### src/rtl/convmode_pkg.sv
package convmode_pkg;

  typedef enum logic [1:0] {
    CMD_NONE    = 2'd0,
    CMD_KEEP    = 2'd1,
    CMD_ONESHOT = 2'd2,
    CMD_CONT    = 2'd3
  } cfg_cmd_e;

  function automatic logic cmd_starts(input cfg_cmd_e c);
    return (c == CMD_ONESHOT) || (c == CMD_CONT);
  endfunction

  function automatic logic cmd_writes(input cfg_cmd_e c);
    return c != CMD_NONE;
  endfunction

endpackage

### src/rtl/convmode_cfg_decode.sv
module convmode_cfg_decode
  import convmode_pkg::*;
#(
  parameter int CFG_W    = 8,
  parameter int MODE_POS = 4,
  parameter int RDY_POS  = 7
) (
  input  logic             cfg_wr,
  input  logic [CFG_W-1:0] cfg_wdata,
  output cfg_cmd_e         cmd
);

  logic mode_bit;
  logic start_bit;
  logic unused_cfg_bits;

  assign mode_bit        = cfg_wdata[MODE_POS];
  assign start_bit       = cfg_wdata[RDY_POS];
  assign unused_cfg_bits = ^cfg_wdata;

  always_comb begin
    if (!cfg_wr)        cmd = CMD_NONE;
    else if (mode_bit)  cmd = CMD_CONT;
    else if (start_bit) cmd = CMD_ONESHOT;
    else                cmd = CMD_KEEP;
  end

endmodule

### src/rtl/convmode_state.sv
module convmode_state
  import convmode_pkg::*;
(
  input  logic     clk,
  input  logic     rst_n,
  input  cfg_cmd_e cmd,
  input  logic     conv_done,
  input  logic     rd_done,
  output logic     mode_next,
  output logic     mode_cont,
  output logic     rdy
);

  logic rdy_next;

  always_comb begin
    case (cmd)
      CMD_CONT:              mode_next = 1'b1;
      CMD_ONESHOT, CMD_KEEP: mode_next = 1'b0;
      default:               mode_next = mode_cont;
    endcase
  end

  // Start command wins, then a fresh result, then consumption in continuous mode.
  always_comb begin
    if (cmd_starts(cmd))            rdy_next = 1'b1;
    else if (conv_done)             rdy_next = 1'b0;
    else if (rd_done && mode_next)  rdy_next = 1'b1;
    else                            rdy_next = rdy;
  end

  always_ff @(posedge clk) begin
    if (!rst_n) begin
      mode_cont <= 1'b1;
      rdy       <= 1'b1;
    end else begin
      mode_cont <= mode_next;
      rdy       <= rdy_next;
    end
  end

endmodule

### src/rtl/convmode_result_reg.sv
module convmode_result_reg #(
  parameter int RES_W = 18
) (
  input  logic             clk,
  input  logic             rst_n,
  input  logic             conv_done,
  input  logic [RES_W-1:0] conv_data,
  output logic [RES_W-1:0] result
);

  always_ff @(posedge clk) begin
    if (!rst_n)         result <= '0;
    else if (conv_done) result <= conv_data;
  end

endmodule

### src/rtl/convmode_start_gen.sv
module convmode_start_gen
  import convmode_pkg::*;
(
  input  logic     clk,
  input  logic     rst_n,
  input  cfg_cmd_e cmd,
  input  logic     conv_done,
  input  logic     mode_next,
  output logic     conv_start
);

  logic kick_q;

  always_ff @(posedge clk) begin
    if (!rst_n) begin
      kick_q     <= 1'b1;
      conv_start <= 1'b0;
    end else begin
      kick_q     <= 1'b0;
      conv_start <= kick_q | cmd_starts(cmd) | (conv_done & mode_next);
    end
  end

endmodule

### src/rtl/convmode_ctrl.sv
module convmode_ctrl
  import convmode_pkg::*;
#(
  parameter int RES_W    = 18,
  parameter int CFG_W    = 8,
  parameter int MODE_POS = 4,
  parameter int RDY_POS  = 7
) (
  input  logic             clk,
  input  logic             rst_n,
  input  logic             cfg_wr,
  input  logic [CFG_W-1:0] cfg_wdata,
  input  logic             conv_done,
  input  logic [RES_W-1:0] conv_data,
  input  logic             rd_done,
  output logic             conv_start,
  output logic [RES_W-1:0] result,
  output logic             mode_cont,
  output logic             rdy
);

  cfg_cmd_e cmd;
  logic     mode_next;

  convmode_cfg_decode #(
    .CFG_W    (CFG_W),
    .MODE_POS (MODE_POS),
    .RDY_POS  (RDY_POS)
  ) u_decode (
    .cfg_wr    (cfg_wr),
    .cfg_wdata (cfg_wdata),
    .cmd       (cmd)
  );

  convmode_state u_state (
    .clk       (clk),
    .rst_n     (rst_n),
    .cmd       (cmd),
    .conv_done (conv_done),
    .rd_done   (rd_done),
    .mode_next (mode_next),
    .mode_cont (mode_cont),
    .rdy       (rdy)
  );

  convmode_result_reg #(
    .RES_W (RES_W)
  ) u_result (
    .clk       (clk),
    .rst_n     (rst_n),
    .conv_done (conv_done),
    .conv_data (conv_data),
    .result    (result)
  );

  convmode_start_gen u_start (
    .clk        (clk),
    .rst_n      (rst_n),
    .cmd        (cmd),
    .conv_done  (conv_done),
    .mode_next  (mode_next),
    .conv_start (conv_start)
  );

endmodule

### config.mk
export PLATFORM = sky130hd
export DESIGN_NAME = convmode_ctrl
export DESIGN_NICKNAME = d
export VERILOG_FILES = /design/src/rtl/convmode_pkg.sv /design/src/rtl/convmode_cfg_decode.sv /design/src/rtl/convmode_state.sv /design/src/rtl/convmode_result_reg.sv /design/src/rtl/convmode_start_gen.sv /design/src/rtl/convmode_ctrl.sv
export SDC_FILE = /design/constraint.sdc
export NUM_CORES = 1
export LEC_CHECK = 0
export BUFFER_PORTS_ARGS = -buffer_cell sky130_fd_sc_hd__buf_2
export CORE_MARGIN = 2
export CORE_UTILIZATION = 29
export CTS_CLUSTER_DIAMETER = 80
export DETAILED_ROUTE_END_ITERATION = 7
export SLEW_MARGIN = 10
export SYNTH_ARGS = -nofsm -noshare
export SYNTH_HDL_FRONTEND = slang
export SYNTH_SLANG_ARGS = --single-unit
### constraint.sdc
create_clock -name clk -period 1.24 [get_ports clk]
set_input_delay 0.062 -clock clk [delete_from_list [all_inputs] [get_ports clk]]
set_output_delay 0.062 -clock clk [all_outputs]
set_load 0.05 [all_outputs]
# == Yosys cells after proc, flatten, opt, wreduce, memory -nomap -nowiden ==
# Index checks and enable logic that the tools add are counted.
# totals
ff_bits,22
latchBits,0
ram_bits,0
romBits,0
in_bits,31
wordCells,24
n_memories,0
# classes
n_addsub,0
n_mul,0
div,0
magnitude_cmp,0
n_eq_ne,3
shift,0
mux,7
n_bitwise,4
n_reduce_logical,5
# ops
cell,count
$mux W2,3
$eq A2 B2 Y1 const B,2
$reduce_or A2 Y1,2
$mux W1,3
$eq A2 B1 Y1 const B,1
$or A1 B1 Y1,2
$pmux W1 S2,1
$reduce_bool A2 Y1,1
$and A1 B1 Y1,1
$logic_and A1 B1 Y1,1
$logic_or A1 B1 Y1,1
$not A1 Y1,1

# == Longest topological paths before layout ==
# logic_depth
depth_word,9
mapped_depth,3

# == Cells and area by module ==
# Synthesis repeated with hierarchy kept, for this count alone.
# unflattened
hier_cells,75
area_unflattened_um2,857.1
# modules_own_cells
mod,instances,cells_each,area_each_um2,seq_area_each_um2
convmode_result_reg,1,57,688.2,360.3
convmode_state,1,10,90.1,40.0
convmode_start_gen,1,5,60.1,40.0
convmode_cfg_decode,1,3,18.8,0.0

# == Least setup slack after synthesis ==
# Ideal clock, no wire load.
# synth_path
kind,register to register
from,register u_state.mode_cont
to,register u_state.rdy
setup_time_ns,0.079
arrival_ns,1.062
setup_slack_ns,0.099
stages_incl_launch_ff,4
n_path_buf,0
synth_period_minus_slack_ns,1.141
path_cell_list,dfxtp_1 -> mux2_4 -> a21oi_2 -> o211ai_1
# synth_between
elab_chain_len,3
# synth_lines
item,line_no,source
start: declaration,convmode_state.sv:10,"output logic mode_cont,"
start signal: assignment,convmode_state.sv:37,mode_cont <= mode_next;
$pmux W1 S2,convmode_state.sv:17,case (cmd)
$logic_and A1 B1 Y1,convmode_state.sv:28,else if (rd_done && mode_next) rdy_next = 1'b1;
$reduce_bool A2 Y1 (no line),-,
end signal: assignment,convmode_state.sv:38,rdy <= rdy_next;
end: declaration,convmode_state.sv:11,output logic rdy
# No other way between the ends.
# A chain may end at the register's enable or synchronous reset.

# == Final worst setup path ==
# layout_path
from,input rst_n
to,register u_start.conv_start
# layout_lines
item,line_no,source
start: declaration,convmode_ctrl.sv:10,"input logic rst_n,"
end signal: assignment,convmode_start_gen.sv:20,conv_start <= kick_q | cmd_starts(cmd) | (conv_done & mode_next);
end: declaration,convmode_start_gen.sv:9,output logic conv_start
# No word-level cell between the ends.

==> results.md <==
* Slew Limit Fails at 0
* IO Pins at 52
* Post-DP HPWL at 1145 um
* Setup tns final at 0 ps
* Synth top area share at 57.05%
* Unrepaired setup endpoints after global routing: false
* Period Utilization, post-route at 81.38%
* Setup Fix Bufs, Post-CTS at 0
* Clock sink count at 22
* Mean area per synthesized cell at 10.87 sq um
* # fillers at 228
* Critical Path Start Type: input pin
* Pre-Repair DR Iteration Count at 4
* DRC Markers at 0
* Core area at 0.002500 sq mm
* Die area at 0.003091 sq mm
* Starting Density at 30.88%
* Maxcap violations at 0
* Number of global-route vias before repair at 722
* Post-route cell area at 0.001294 sq mm
* Synth warn at 0
* Worst VDD drop at 702.9 uV
* IO Port Bufs at 45
* Final Power at 0.001682 W
* Actual slew at the worst max-slew pin at 344.4 ps
* Layout Cells excl Fill at 167
* NumNets Final at 169
* Initial antenna violation count at 0
* Post-synth cell types at 14
* Achievable Freq at 0.9909 GHz
* Final setup viols at 0
* Power density cells at 1300 mW/mm^2
* HP Class: input pin to flip-flop
* Seq. cell area at 440.4 sq um
* CTS Buf Count at 3
* P&R area growth vs syn at 67.59%
* Number of cell rows at 18
* CP startpoint: rst_n
* Syn nets at 102
* P_leak at 0.6706 nW
* RD Place Congestion at 0.6798
* Largest net degree at the start of global routing at 21
* Multi-input gate area at 300.3 sq um
* CTS tree: yes
* Synthesized area at 772.0 sq um
* All-Layer GR Usage at 11.55%
* Die X at 55.60 um
* Placed Area at 0.001051 sq mm
* Placed insts at 144
* CTS clock-pin slew for the worst setup and hold paths at 120 ps
* Max clock buf depth at 2
* Top cells by area, synth: dfxtp_1 (57%), mux2i_1 (23%), nor2_1 (8.8%)
* Worst R2R Start: u_state.mode_cont
* Per-cell routed wire length at 10.37 um
* First-pass GRT wire length at 2911 um
* Worst EP arrival at 1200 ps
* Worst-skew pair later-pin latency at 300 ps
* Max-slew headroom at 77.01%
* Min Hold Slack at 67.90 ps
* Worst Setup Path Type: input pin to flip-flop
* H-tree depth at 1
* Worst Setup End Kind: flip-flop
* Vias at 707
* Final hold violation count at 0
* Clk Tree Root Cell: clkbuf_4
* # diodes at 0
* Die extent in y at 55.60 um
* Layout cells sized above 1 at 38.69%
* Area leader, netlist: dfxtp_1
* Via/cell ratio at 4.234
* Synthesized instance count at 71
* Sequential area share after synthesis at 57.05%
* Status: complete, no violations
* GRT overflow at 0
* Critical path required time at 1430 ps
* Critical Path Fanout Max at 12
* Post-route minimum period at 1009 ps
* Seq cells post-synth at 22
* Clock skew at 0.7756 ps
* Total Wirelength at 1732 um
* DR iter-0 viols at 12
* Post-route ant nets at 0
* Hold Crit Start: cfg_wdata[7]
==> stage by stage <==
step	utilization (%)	worst slack [ps]
after floorplan	-	98.80
after global placement	42.04	339.9
after detailed placement	42.04	306.3
after CTS	51.75	215.2
after global routing	51.75	183.2
final	51.75	230.9
==> Yosys cell counts <==
| cell | number |
|---|---|
| mux2i_1 | 18 |
| mux2_4 | 1 |
| o21ai_0 | 1 |
| nand2_1 | 1 |
| o211ai_1 | 1 |
| buf_4 | 2 |
| dfxtp_1 | 22 |
| a31oi_1 | 1 |
| a21oi_2 | 1 |
| nor2_1 | 18 |
| clkbuf_1 | 1 |
| or2_1 | 1 |
| inv_1 | 2 |
| buf_2 | 1 |
==> state kept, by name (all words and copies together), names as in the netlist <==
register and count:
u_result.result 18, u_state.mode_cont 1, u_state.rdy 1, u_start.kick_q 1, u_start.conv_start 1
==> kinds of logic (layout without fill, tap and decap cells) <==
| kind of cell | Yosys count | in the layout | synth area share (%) |
|---|---|---|---|
| muxes | 19 | 19 | 25.28 |
| DFF | 22 | 22 | 57.05 |
| buffers and inverters | 6 | 72 | 4.051 |
| and+or+nand+nor | 20 | 20 | 10.05 |
| AOI/OAI and AO/OA | 4 | 4 | 3.566 |
==> critical path, cell delays in order <==
cell and delay, ps:
dlygate4sd3_1 530, buf_2 130, inv_1 260, buf_12 180, a31oi_1 40
==> layout by cell type, fill, tap and decap left out <==
cell type / netlist / layout
buf_2: 1 / 45
dfxtp_1: 22 / 22
dlygate4sd3_1: 0 / 19
mux2i_1: 18 / 18
nor2_1: 18 / 18
clkbuf_4: 0 / 3
inv_1: 2 / 2
buf_12: 0 / 2
mux2_4: 1 / 1
a21oi_2: 1 / 1
o21ai_0: 1 / 1
o211ai_1: 1 / 1
or2_1: 1 / 1
nand2_1: 1 / 1
a31oi_1: 1 / 1
bufinv_16: 0 / 1
==> metal layers <==
metal / global-route usage, % / up-vias / share of wire, % / wire length (um)
met2: 20.92 / 33 / 48 / 837
li1: - / 365 / - / -
met5: 0 / - / 0 / 0
met1: 13.60 / 309 / 43 / 741
met3: 2.558 / 0 / 8.8 / 153
met4: 3.136 / 0 / 0 / 0
==> power by group <==
part / total (W) / leakage [nW] / internal (W) / switching, W
Combinational: 0.000375 / 0.461 / 0.000147 / 0.000228
Sequential: 0.000768 / 0.182 / 0.000749 / 0.0000189
Clock: 0.000539 / 0.0279 / 0.000326 / 0.000213
==> path summary, 6_finish.rpt <==
kind                   endpoint  slack, ps  cells past startpoint
max          u_start.conv_start        230                      5
min                 u_state.rdy         70                      3
max reg2reg         u_state.rdy        290                      3
min reg2reg  u_start.conv_start        440                      2
==> layout make-up <==
cell class	instances	share of cell area, %
repair buffers	66	35.20
flip-flops and latches	22	34.04
well taps	30	2.901
clock buffers	3	1.741
multi-input cells	43	23.21
inverters	2	0.5803
clock inverters	1	2.321
==> repair_timing <==
item / in CTS / in global routing
gates resized for setup: 0 / 0
hold buffers: 19 / 0
hold endpoints to repair: 19 / 0
setup endpoints to repair: 0 / 0
Power figures use the tool's default switching activity.
